### config.mk
export PLATFORM = sky130hd
export DESIGN_NAME = uart_tx_dma
export DESIGN_NICKNAME = d
export VERILOG_FILES = /design/src/rtl/utx_pkg.sv /design/src/rtl/utx_regs.sv /design/src/rtl/utx_baud.sv /design/src/rtl/utx_shift.sv /design/src/rtl/uart_tx_dma.sv
export SDC_FILE = /design/constraint.sdc
export NUM_CORES = 1
export LEC_CHECK = 0
export BUFFER_PORTS_ARGS = -buffer_cell sky130_fd_sc_hd__buf_2
export CAP_MARGIN = 0
export CORE_UTILIZATION = 30
export CTS_CLUSTER_SIZE = 8
export DETAILED_ROUTE_END_ITERATION = 6
export HOLD_SLACK_MARGIN = 0.08
export SLEW_MARGIN = 15
export SYNTH_ARGS = -nofsm -noshare
export SYNTH_HDL_FRONTEND = slang
export SYNTH_SLANG_ARGS = --single-unit
### constraint.sdc
create_clock -name clk -period 2.5 [get_ports clk]
set_input_delay 0 -clock clk [delete_from_list [all_inputs] [get_ports clk]]
set_output_delay 0 -clock clk [all_outputs]
set_load 0.03 [all_outputs]
### src/rtl/utx_pkg.sv
package utx_pkg;

    localparam int DATA_BITS = 8;
    localparam int FRAME_LEN = DATA_BITS + 2;
    localparam int OVS_LSB   = 16;

    typedef enum logic [1:0] {
        REG_RATE = 2'd0,
        REG_CTRL = 2'd1,
        REG_DATA = 2'd2
    } reg_sel_e;

    typedef struct packed {
        logic dma_en;
        logic tx_en;
    } ctrl_t;

    function automatic logic [FRAME_LEN-1:0] build_frame(input logic [DATA_BITS-1:0] d);
        return {1'b1, d, 1'b0};
    endfunction

endpackage

### src/rtl/utx_regs.sv
module utx_regs
    import utx_pkg::*;
#(
    parameter int REG_W   = 32,
    parameter int ADDR_W  = 2,
    parameter int OVS_W   = 5,
    parameter int DIV_W   = 13,
    parameter int OVS_RST = 15
) (
    input  logic                 clk,
    input  logic                 rst,
    input  logic                 wr_en,
    input  logic [ADDR_W-1:0]    wr_addr,
    input  logic [REG_W-1:0]     wr_data,
    input  logic                 dma_ack,
    input  logic                 load,
    output logic [OVS_W-1:0]     ovs,
    output logic [DIV_W-1:0]     div,
    output ctrl_t                ctrl,
    output logic [DATA_BITS-1:0] hold,
    output logic                 full,
    output logic                 dma_req
);
    logic empty;
    logic ack_pend;
    logic unused_ok;

    assign unused_ok = &{1'b0, wr_data};

    always_ff @(posedge clk) begin
        if (rst) begin
            ovs      <= OVS_W'(OVS_RST);
            div      <= '0;
            ctrl     <= '0;
            hold     <= '0;
            empty    <= 1'b1;
            ack_pend <= 1'b0;
        end else begin
            if (load)    empty    <= 1'b1;
            if (dma_ack) ack_pend <= 1'b1;
            if (wr_en) begin
                case (reg_sel_e'(wr_addr[1:0]))
                    REG_RATE: begin
                        div <= wr_data[DIV_W-1:0];
                        ovs <= wr_data[OVS_LSB +: OVS_W];
                    end
                    REG_CTRL: ctrl <= ctrl_t'(wr_data[1:0]);
                    REG_DATA: begin
                        hold     <= wr_data[DATA_BITS-1:0];
                        empty    <= 1'b0;
                        ack_pend <= 1'b0;
                    end
                    default: ;
                endcase
            end
        end
    end

    assign full    = ~empty;
    assign dma_req = ctrl.dma_en & empty & ~ack_pend;

endmodule

### src/rtl/utx_baud.sv
module utx_baud #(
    parameter int OVS_W = 5,
    parameter int DIV_W = 13
) (
    input  logic             clk,
    input  logic             rst,
    input  logic             clear,
    input  logic [OVS_W-1:0] ovs,
    input  logic [DIV_W-1:0] div,
    output logic             bit_tick
);
    logic [DIV_W-1:0] pre_cnt;
    logic [OVS_W-1:0] smp_cnt;
    logic             pre_wrap;
    logic             smp_wrap;

    assign pre_wrap = (pre_cnt == div - DIV_W'(1));
    assign smp_wrap = (smp_cnt == ovs);
    assign bit_tick = pre_wrap & smp_wrap;

    always_ff @(posedge clk) begin
        if (rst || clear) begin
            pre_cnt <= '0;
            smp_cnt <= '0;
        end else if (pre_wrap) begin
            pre_cnt <= '0;
            smp_cnt <= smp_wrap ? '0 : smp_cnt + OVS_W'(1);
        end else begin
            pre_cnt <= pre_cnt + DIV_W'(1);
        end
    end

endmodule

### src/rtl/utx_shift.sv
module utx_shift
    import utx_pkg::*;
(
    input  logic                 clk,
    input  logic                 rst,
    input  logic                 run,
    input  logic                 bit_tick,
    input  logic                 full,
    input  logic [DATA_BITS-1:0] hold,
    output logic                 load,
    output logic                 busy,
    output logic                 tx
);
    localparam int IDX_W = $clog2(FRAME_LEN);

    logic [FRAME_LEN-1:0] sh;
    logic [IDX_W-1:0]     idx;
    logic                 last;

    assign last = (idx == IDX_W'(FRAME_LEN - 1));
    assign load = run & full & (~busy | (bit_tick & last));

    always_ff @(posedge clk) begin
        if (rst) begin
            busy <= 1'b0;
            sh   <= '1;
            idx  <= '0;
        end else if (!run) begin
            busy <= 1'b0;
            idx  <= '0;
        end else if (load) begin
            busy <= 1'b1;
            sh   <= build_frame(hold);
            idx  <= '0;
        end else if (busy && bit_tick) begin
            if (last) begin
                busy <= 1'b0;
            end else begin
                sh  <= {1'b1, sh[FRAME_LEN-1:1]};
                idx <= idx + IDX_W'(1);
            end
        end
    end

    assign tx = busy ? sh[0] : 1'b1;

endmodule

### src/rtl/uart_tx_dma.sv
module uart_tx_dma
    import utx_pkg::*;
#(
    parameter int REG_W  = 32,
    parameter int ADDR_W = 2,
    parameter int OVS_W  = 5,
    parameter int DIV_W  = 13
) (
    input  logic              clk,
    input  logic              rst,
    input  logic              wr_en,
    input  logic [ADDR_W-1:0] wr_addr,
    input  logic [REG_W-1:0]  wr_data,
    input  logic              dma_ack,
    output logic              tx,
    output logic              dma_req
);
    logic [OVS_W-1:0]     ovs;
    logic [DIV_W-1:0]     div;
    ctrl_t                ctrl;
    logic [DATA_BITS-1:0] hold;
    logic                 full;
    logic                 load;
    logic                 busy;
    logic                 bit_tick;
    logic                 div_zero;
    logic                 tx_en;
    logic                 run;
    logic                 baud_clear;

    assign div_zero   = (div == '0);
    assign tx_en      = ctrl.tx_en;
    assign run        = tx_en & ~div_zero;
    assign baud_clear = ~busy | load | ~run;

    utx_regs #(
        .REG_W  (REG_W),
        .ADDR_W (ADDR_W),
        .OVS_W  (OVS_W),
        .DIV_W  (DIV_W),
        .OVS_RST(15)
    ) u_regs (
        .clk     (clk),
        .rst     (rst),
        .wr_en   (wr_en),
        .wr_addr (wr_addr),
        .wr_data (wr_data),
        .dma_ack (dma_ack),
        .load    (load),
        .ovs     (ovs),
        .div     (div),
        .ctrl    (ctrl),
        .hold    (hold),
        .full    (full),
        .dma_req (dma_req)
    );

    utx_baud #(
        .OVS_W(OVS_W),
        .DIV_W(DIV_W)
    ) u_baud (
        .clk     (clk),
        .rst     (rst),
        .clear   (baud_clear),
        .ovs     (ovs),
        .div     (div),
        .bit_tick(bit_tick)
    );

    utx_shift u_shift (
        .clk     (clk),
        .rst     (rst),
        .run     (run),
        .bit_tick(bit_tick),
        .full    (full),
        .hold    (hold),
        .load    (load),
        .busy    (busy),
        .tx      (tx)
    );

endmodule

Word-level counts from Yosys, hierarchy flattened:

Index checks and enable logic that the tools add are counted.

* divide/modulo/power cells: 0
* bitwise logic cells: 16
* mux-type cells: 14
* equality and inequality tests: 6
* add/sub/neg operators: 4
* reductions and logical operators: 15
* order comparisons: 0
* $mul: 0
* shifts and indexed selects: 0

Operator list (count)
* $mux 10: 3
* $add 13x1->13 const B: 1
* $eq 13x13->1: 1
* $logic_not 13->1: 1
* $sub 13x1->13 const B: 1
* $mux 1: 10
* $reduce_and 2->1: 5
* $and 1x1->1: 7
* $not 1->1: 6
* $add 5x1->5 const B: 1
* $eq 5x5->1: 1
* $mux 5: 1
* $add 4x1->4 const B: 1
* $eq 4x4->1 const B: 1
* $reduce_bool 2->1: 2
* $reduce_or 2->1: 2
* $or 1x1->1: 3
* $reduce_and 3->1: 1
* $reduce_or 3->1: 1
* $eq 2x1->1 const B: 1
* $eq 2x2->1 const B: 1
* $logic_not 2->1: 1
* $ne 2x2->1 const B: 1
* $logic_and 1x1->1: 1
* $logic_or 1x1->1: 1

* logic and storage cells: 67
* register bits: 63
* memories kept: 0
* RAM bits: 0
* input bits: 38
* bits in latches: 0
* memory bits (read-only): 0

Logic depth before layout (Yosys ltp):

Gate-level depths: netlist of the first run.

* word-level depth: 10
* depth in mapped cells: 11
* depth with buffers taken out: 10

Modules after synthesis:

A second synthesis of the first run with hierarchy kept.

* cell total of the unflattened synthesis: 363
* area total of the unflattened synthesis: 3299.4 µm²

By module, submodules not included
* utx_baud: seq. area each 360.3 µm², cells an instance 162, times used 1, area each 1298.7 µm²
* utx_regs: seq. area each 600.6 µm², cells an instance 123, times used 1, area each 1256.2 µm²
* utx_shift: seq. area each 280.3 µm², cells an instance 71, times used 1, area each 701.9 µm²
* uart_tx_dma: seq. area each 0.0 µm², cells an instance 7, times used 1, area each 42.5 µm²

Worst setup path after synthesis of the first run:

Ideal clock, no wire load.

* path kind: register -> register
* start point: register u_regs.div[2]
* end point: register u_baud.pre_cnt[10]
* arrival: 2460 ps
* stages on the path, launching flop included: 10
* data required time: 2383 ps
* path slack: -77 ps
* setup time: 117 ps
* path through: dfxtp_1 -> nor4_4 -> nand3_2 -> or4b_4 -> a2111oi_4 -> o211ai_2 -> buf_6 -> nand3_1 -> buf_2 -> nor2_1

* word-level cells in the longest chain between the ends: 10

RTL lines
* from (decl): RTL line utx_regs.sv:18 `output logic [DIV_W-1:0] div,`
* from (signal assigned): RTL line utx_regs.sv:44 `div <= wr_data[DIV_W-1:0];`
* $sub 13x1->13: RTL line utx_baud.sv:17 `assign pre_wrap = (pre_cnt == div - DIV_W'(1));`
* $eq 13x13->1: RTL line utx_baud.sv:17
* $and 1x1->1: RTL line utx_baud.sv:19 `assign bit_tick = pre_wrap & smp_wrap;`
* $and 1x1->1: RTL line utx_shift.sv:21 `assign load = run & full & (~busy | (bit_tick & last));`
* $or 1x1->1: RTL line utx_shift.sv:21
* $and 1x1->1: RTL line utx_shift.sv:21
* $or 1x1->1 (2 in series): RTL line uart_tx_dma.sv:34 `assign baud_clear = ~busy | load | ~run;`
* $logic_or 1x1->1: RTL line utx_baud.sv:22 `if (rst || clear) begin`
* $reduce_or 2->1 (no line) *
* to (signal assigned): RTL line utx_baud.sv:29 `pre_cnt <= pre_cnt + DIV_W'(1);`
* to (decl): RTL line utx_baud.sv:12 `logic [DIV_W-1:0] pre_cnt;`

Every way passes the cells marked *; elsewhere a longest branch is shown, timed or not.
A chain may end at the register's enable or synchronous reset.

Worst setup path in the final report of the first run:

* start point: register u_regs.div[2]
* end point: register u_baud.smp_cnt[4]

* word-level cells in the longest chain between the ends: 9

RTL lines
* $sub 13x1->13: RTL line utx_baud.sv:17
* $eq 13x13->1: RTL line utx_baud.sv:17
* $and 1x1->1: RTL line utx_baud.sv:19
* $and 1x1->1: RTL line utx_shift.sv:21
* $or 1x1->1: RTL line utx_shift.sv:21
* $and 1x1->1: RTL line utx_shift.sv:21
* $or 1x1->1 (2 in series): RTL line uart_tx_dma.sv:34
* $logic_or 1x1->1: RTL line utx_baud.sv:22
* to (signal assigned): RTL line utx_baud.sv:27 `smp_cnt <= smp_wrap ? '0 : smp_cnt + OVS_W'(1);`
* to (decl): RTL line utx_baud.sv:13 `logic [OVS_W-1:0] smp_cnt;`

Several ways; a longest one is shown, not always the timed one.

==> impl_results.md, run 1 <==
- DR iter-0 viols: 108
- Failing checks: setup timing
- Initial antenna violation count: 0
- Area of the multi-input gates: 1881 µm²
- Reg2reg setup slack: -0.04 ns
- Max Buffers Root-to-Sink: 2
- Clock latency at the later pin of the worst-skew pair: 0.36 ns
- Largest net degree at the start of global routing: 45
- Maximum clock rate: 0.3935 GHz
- Clock sinks: 62
- First-pass GRT wire length: 11820 µm
- Die X: 102.7 µm
- Worst EP arrival: 2.83 ns
- Die height: 102.7 µm
- Antenna fix cells: 0
- Met2 wire len: 3563 µm
- Layout net count: 469
- Peak VDD IR: 0.2822 mV
- Port buffer count: 25
- Core ar.: 9774 µm²
- Vias per inst: 4.703
- Max layer used: met4
- Netlist cell types: 52
- H-tree lvl count: 3
- Hold Crit Start: wr_en
- Met3 WL: 242 µm
- Net Count, Synth: 401
- Period utilization: 1.017
- Initial core utilization: 0.3109
- Critical path type: flop to flop
- Required @ worst endpoint: 2.78 ns
- Design Area, Final: 4050 µm²
- Net Switching: 556.8 µW
- Worst Hold Path EP: u_regs.ctrl[0]$_SDFFE_PP0P_
- Status: finished with violations
- CTS tree: done
- Total Routing Usage GR: 0.1476
- Async SR Flop Fraction: 0
- Worst setup EP type: flop
- Flops & latches, synth: 62
- Mapped cell area: 3039 µm²
- Min Tclk post-route: 2.541 ns
- Total global routing overflow: 0
- Worst-Margin Slew: 0.7914 ns
- Post-Syn Area per Cell: 8.513 µm²
- Post-DP HPWL: 4952 µm
- GPL Wtd Cong: 0.7615
- Drt first pass iters: 4
- Final ANT Viol Nets: 0
- Final setup viols: 14
- Clk network pwr share: 0.412
- Switching Share: 0.2598
- Sequential fraction of the synthesis area: 0.4084
- Static Leak: 0.001527 µW
- Register Area: 1245 µm²
- Top_reg_cell synth: dfxtp_1
- Pint: 1586 µW
- Setup tns final: -0.2960 ns
- Placed Instance Area: 3458 µm²
- Number of flops mapped to enable cells by yosys: 0
- Maxcap violations: 0
- Residual DRC: 0
- Crit Reg-Reg Endpoint: u_baud.smp_cnt[4]$_SDFFE_PP0N_
- M1 wire length: 3230 µm
- Seq pwr share: 0.477
- Reg clk slew, reported paths: 0.07 ns
- Die Area: 10540 µm²
- Worst r2r src: u_regs.div[2]$_SDFFE_PP0P_
- Crit start category: flop
- Hold Path Class: primary input to flop
- Top cell type's share of synthesized area: 0.4084
- Slew HR: 0.4724
- Power Dens Cells: 529.1 nW/µm²
- RSZ-0062 raised after global routing: yes
- Area Growth Syn to Fin: 33.26%
- Synth area leader: dfxtp_1
- Top cells by area, synth: dfxtp_1 41%, nand2_1 7.4%, xor2_1 6.1%, nor2_1 4.8%, a21oi_1 4.4%
- Final wirelength: 7181 µm
- Layout cells sized above 1: 0.2465
- Comb power frac: 0.111
- Worst-path fanout max: 4
- Final Worst Setup Slack: -0.04144 ns
- Skew final: 0.01066 ns
- Hold depth: 4
- Final Hold Fails: 0
- Row cnt: 36
- Total number of vias: 2648
- Ports: 40
- CTS Buf Count: 9
- Number of global-route vias before repair: 2556
- DR WL/cell: 12.75 µm
- Fin. max-slew vios: 0
- R2R cell count: 8
- Mapped Cells: 357
- # fillers: 981
- CTS root buf: clkbuf_8
- Yosys warns: 0
==> routing by layer <==
metal | global-route usage | vias to the layer above
met5 | 0 | -
met3 | 0.05153 | 15
met2 | 0.2492 | 31
met1 | 0.1690 | 1242
li1 | - | 1360
met4 | 0.06264 | 0
==> area by class of cell <==
cell class,count,share of cell area
inverter,7,0.006487
timing repair buffer,70,0.1319
tap,133,0.04109
clock inverter,7,0.01823
multi-input combinational,275,0.4643
clock buffer,9,0.03058
sequential,62,0.3074
==> synthesized netlist by cell type, drive strengths merged (2+ instances only) <==
master / n
o21bai: 4
clkbuf: 11
buf: 3
o21ai: 7
a22oi: 6
a221oi: 2
nand3b: 8
nor4b: 2
ha: 6
and3: 6
xor2: 21
nand4: 2
nand2b: 2
nor2: 40
nor3b: 2
a21oi: 27
or3: 3
inv: 6
dfxtp: 62
nor4: 3
xnor2: 15
nand3: 15
nand2: 61
mux2i: 11
or3b: 2
nor3: 11
nor2b: 4
==> power groups by stage <==
stage | logic (µW) | registers [µW] | clock network, µW
after floorplan | 113 | 1040 | 0
final | 237 | 1020 | 883
after detailed placement | 189 | 1050 | 0
after global placement | 185 | 1040 | 0
after CTS | 219 | 1020 | 909
after global routing | 261 | 1030 | 961
==> worst max path at each step <==
stage	startpoint	endpoint	slack, ns	cells past startpoint
after global routing	u_regs.div[2]$_SDFFE_PP0P_	u_shift.sh[4]$_SDFFE_PP1P_	-0.16	9
after floorplan	u_regs.div[5]$_SDFFE_PP0P_	u_shift.idx[2]$_SDFFE_PP0P_	0.003	9
after CTS	u_regs.div[5]$_SDFFE_PP0P_	u_shift.sh[3]$_SDFFE_PP1P_	-0.06	9
after detailed placement	u_regs.div[5]$_SDFFE_PP0P_	u_shift.idx[1]$_SDFFE_PP0P_	-0.16	8
after global placement	u_regs.div[5]$_SDFFE_PP0P_	u_baud.smp_cnt[2]$_SDFFE_PP0N_	-0.09	9
final	u_regs.div[2]$_SDFFE_PP0P_	u_baud.smp_cnt[4]$_SDFFE_PP0N_	-0.04	8
==> placed cells by master, fill, tap and decap left out, types with 3 or more instances in the layout <==
| cell type | netlist | final |
|---|---|---|
| nor2_1 | 39 | 35 |
| and3_1 | 6 | 6 |
| dlygate4sd3_1 | 0 | 19 |
| a22oi_1 | 6 | 6 |
| ha_1 | 6 | 5 |
| nand2_1 | 60 | 60 |
| nor2b_1 | 4 | 4 |
| or3_1 | 3 | 3 |
| nor3_2 | 3 | 3 |
| buf_2 | 1 | 25 |
| buf_4 | 1 | 22 |
| dfxtp_1 | 62 | 59 |
| dfxtp_2 | 0 | 3 |
| inv_1 | 6 | 6 |
| o21bai_1 | 4 | 3 |
| nand3_1 | 14 | 13 |
| nor3_1 | 8 | 7 |
| mux2i_1 | 11 | 10 |
| nand3b_1 | 8 | 8 |
| xnor2_1 | 15 | 15 |
| nor2_4 | 0 | 3 |
| buf_6 | 1 | 3 |
| xor2_1 | 21 | 21 |
| clkbuf_8 | 0 | 9 |
| a21oi_1 | 27 | 26 |
==> stage by stage <==
| step | worst slack [ns] | cells | utilization | hold WS (ns) | power [µW] |
|---|---|---|---|---|---|
| 3_3_place_gp | -0.08831 | 524 | 0.3538 | 0.2125 | 1230 |
| 3_5_place_dp | -0.1619 | 524 | 0.3538 | 0.2232 | 1234 |
| 5_1_grt | -0.1581 | 563 | 0.4144 | 0.1303 | 2248 |
| 2_1_floorplan | 0.003143 | 357 | - | 0.1241 | 1155 |
| 6_report | -0.04144 | 563 | 0.4144 | 0.1138 | 2143 |
| 4_1_cts | -0.05658 | 561 | 0.4000 | 0.1226 | 2149 |
==> critical path, stage by stage (launching register included) <==
cell and delay, ns:
dfxtp_2 0.34, nor4_4 0.33, nand3_2 0.12, or4b_4 0.54
a2111oi_4 0.32, buf_6 0.19, o211ai_2 0.16, or3_1 0.35
a21oi_1 0.14
==> sequential cells by signal (all words and copies together) (netlist names) <==
name,cells
u_regs.ack_pend,1
u_baud.pre_cnt,13
u_regs.div,13
u_regs.hold,8
u_shift.sh,9
u_regs.ctrl,2
u_shift.busy,1
u_regs.empty,1
u_baud.smp_cnt,5
u_shift.idx,4
u_regs.ovs,5
==> timing repair <==
item,4_1_cts,5_1_grt
pin swaps,4,15
buffers inserted,2,0
resized for setup,11,28
hold endpoints to repair,29,0
gates cloned,0,2
endpoints found under the setup margin,33,33
hold buffers,19,0
==> logic make-up (layout without fill, tap and decap cells) <==
| group | count (synthesis) | in the layout | share of synthesized area |
|---|---|---|---|
| muxes | 11 | 11 | 0.03623 |
| DFF | 62 | 62 | 0.4084 |
| adders and majority gates | 6 | 6 | 0.02470 |
| buffers and inverters | 21 | 93 | 0.03005 |
| AOI/OAI and AO/OA | 55 | 56 | 0.1198 |
| and+or+nand+nor | 166 | 166 | 0.2771 |
| xor gates and xnor gates | 36 | 36 | 0.1037 |
Note: power is estimated with default switching activity, not from simulation.
==> run 2, diff against run 1 <==
--- a/config.mk
+++ b/config.mk
@@ -7,10 +7,11 @@
 export LEC_CHECK = 0
 export BUFFER_PORTS_ARGS = -buffer_cell sky130_fd_sc_hd__buf_2
 export CAP_MARGIN = 0
-export CORE_UTILIZATION = 30
+export CORE_UTILIZATION = 52
 export CTS_CLUSTER_SIZE = 8
 export DETAILED_ROUTE_END_ITERATION = 6
 export HOLD_SLACK_MARGIN = 0.08
+export PLACE_DENSITY = 0.76
 export SLEW_MARGIN = 15
 export SYNTH_ARGS = -nofsm -noshare
 export SYNTH_HDL_FRONTEND = slang
==> run 2 against run 1 <==
The run still ends with setup timing left. Setup slack got worse by 0.037 ns. Utilization rose by 30 points. Flip-flop and latch count did not move. Largest power group unchanged. Worst hold slack improved by 0.083 ns. Non-clock buffer count rose by 5. Critical endpoint is now u_shift.idx[2]$_SDFFE_PP0P_. Combinational power rose by 2%.
==> impl_results.md, run 2 (synthesized netlist as in run 1, its figures left out) <==
- Clock sinks: 62 (unchanged)
- Final Worst Setup Slack: -0.07876 ns (-0.03733 ns)
- Hold Path Class: primary input to flop
- Total Routing Usage GR: 0.2516 (+0.1040)
- Fin. max-slew vios: 0 (unchanged)
- Final Hold Fails: 0 (unchanged)
- DR WL/cell: 14.48 µm (+14%)
- Peak VDD IR: 0.3691 mV (+31%)
- Row cnt: 27 (-25%)
- Core ar.: 5574 µm² (-43%)
- Critical path type: flop to flop
- # fillers: 393 (-60%)
- Final ANT Viol Nets: 0 (unchanged)
- Final non-filler cell total: 506 (-10%)
- Crit start category: flop
- Total number of vias: 2783 (+5.1%)
- Drt first pass iters: 4 (unchanged)
- Design Area, Final: 3956 µm² (-2.3%)
- CTS Buf Count: 9 (unchanged)
- Die height: 78.45 µm (-24%)
- Placed cells: 461 (-12%)
- Slew HR: 0.4958 (+0.02341)
- Residual DRC: 0 (unchanged)
- Dpl ws: -0.1433 ns (+0.01856 ns)
- Final setup viols: 14 (unchanged)
- First-pass GRT wire length: 12060 µm (+2.0%)
- H-tree lvl count: 3 (unchanged)
- Die Area: 6154 µm² (-42%)
- Failing checks: setup timing
- Power Dens Cells: 541.0 nW/µm² (+2.3%)
- Number of global-route vias before repair: 2683 (+5.0%)
- CTS tree: done
- Static Leak: 0.001571 µW (+2.9%)
- Area of the multi-input gates: 1815 µm² (-3.5%)
- Clock latency at the later pin of the worst-skew pair: 0.34 ns (-0.02 ns)
- DR iter-0 viols: 200 (+85%)
- Worst EP arrival: 2.81 ns (-0.02 ns)
- Vias per inst: 5.500 (+17%)
- Largest net degree at the start of global routing: 45 (unchanged)
- Die X: 78.45 µm (-24%)
- Commonest cells after routing, fill and taps aside: 60 x nand2_1, 60 x dfxtp_1, 39 x nor2_1
- Period utilization: 1.032 (+0.01493)
- Worst-path fanout max: 9 (+5)
- Layout cells sized above 1: 0.2258 (-0.02071)
- Placed Instance Area: 3367 µm² (-2.6%)
- Layout net count: 473 (+0.85%)
- Maxcap violations: 0 (unchanged)
- Antenna fix cells: 0 (unchanged)
- Worst setup EP type: flop
- Min Tclk post-route: 2.579 ns (+0.03733 ns)
- Ports: 40 (unchanged)
- Initial antenna violation count: 0 (unchanged)
- Max Buffers Root-to-Sink: 2 (unchanged)
- Status: finished with violations
- Reg clk slew, reported paths: 0.07 ns (about the same)
- Hold slack: 0.1969 ns (+0.08313 ns)
- Worst-Margin Slew: 0.7563 ns (-0.03512 ns)
- Initial core utilization: 0.5452 (+0.2343)
- Largest regs: u_baud.pre_cnt: 13 flops, u_regs.div: 13 flops, u_shift.sh: 9 flops
- Maximum clock rate: 0.3878 GHz (-1.4%)
- Post-DP HPWL: 4617 µm (-6.8%)
- Area Growth Syn to Fin: 30.18%
- CTS root buf: clkbuf_8
- Final wirelength: 7327 µm (+2.0%)
- Port buffer count: 25 (unchanged)
- Skew final: 0.008991 ns (-0.001671 ns)
- Total global routing overflow: 0 (unchanged)
- Required @ worst endpoint: 2.73 ns (-0.05 ns)
- RSZ-0062 raised after global routing: yes
- GPL Wtd Cong: 0.8310 (+9.1%)
- Register Area: 1244 µm² (-0.10%)
-- run 2: worst max-delay path, stage by stage, from the launching register on --
cell and delay, ns:
dfxtp_2 0.34, nor4_4 0.30, nand3_2 0.11, or4b_4 0.53, a2111oi_4 0.36, buf_4 0.19, o211ai_4 0.12, buf_6 0.18
nor3_4 0.16, xnor2_1 0.14, nor2_1 0.05
-- run 2: cell type report --
class / instances / area share
sequential: 62 / 0.3144
multi-input combinational: 274 / 0.4589
timing repair buffer: 75 / 0.1474
clock inverter: 7 / 0.01866
clock buffer: 9 / 0.03131
tap: 72 / 0.02277
inverter: 7 / 0.006641
-- run 2: power breakdown --
group	switching [µW]	internal, µW	leakage (µW)	total (µW)
logic	121	120	0.000968	241
clock network	414	463	0.0000996	877
registers	15.6	1010	0.000503	1020
total	551	1590	0.00157	2140
-- run 2: stage by stage --
| step | total power [µW] | utilization | setup TNS, ns |
|---|---|---|---|
| final | 2140 | 0.7098 | -0.4693 |
| after floorplan | 1155 | - | 0 |
| after CTS | 2130 | 0.6941 | -0.2925 |
| after global placement | 1217 | 0.6040 | -0.1395 |
| after detailed placement | 1223 | 0.6040 | -0.8632 |
| after global routing | 2218 | 0.7098 | -3.335 |
-- run 2: layer usage --
layer | global-route usage | vias to the layer above | wire [µm]
li1 | - | 1368 | -
met1 | 0.2932 | 1338 | 3215
met2 | 0.4360 | 59 | 3686
met3 | 0.06163 | 18 | 230
met4 | 0.1093 | 0 | 194
met5 | 0 | - | 0
-- run 2: path summary, 6_finish.rpt --
check                                                  from                           to  slack (ns)  cells past startpoint
worst max register to register   u_regs.div[5]$_SDFFE_PP0P_  u_shift.idx[2]$_SDFFE_PP0P_       -0.08                     10
worst min-delay path                                  wr_en  u_regs.ctrl[1]$_SDFFE_PP0P_        0.20                      4
worst max-delay path             u_regs.div[5]$_SDFFE_PP0P_  u_shift.idx[2]$_SDFFE_PP0P_       -0.08                     10
worst min register to register  u_regs.hold[6]$_SDFFE_PP0P_  u_regs.hold[6]$_SDFFE_PP0P_        0.46                      2
-- run 2: repair_timing --
item / CTS / global route
pin swaps: 6 / 6
hold buffers: 22 / 0
endpoints found under the hold margin: 29 / 0
setup endpoints to repair: 32 / 33
resized for setup: 11 / 13
setup buffers: 4 / 3
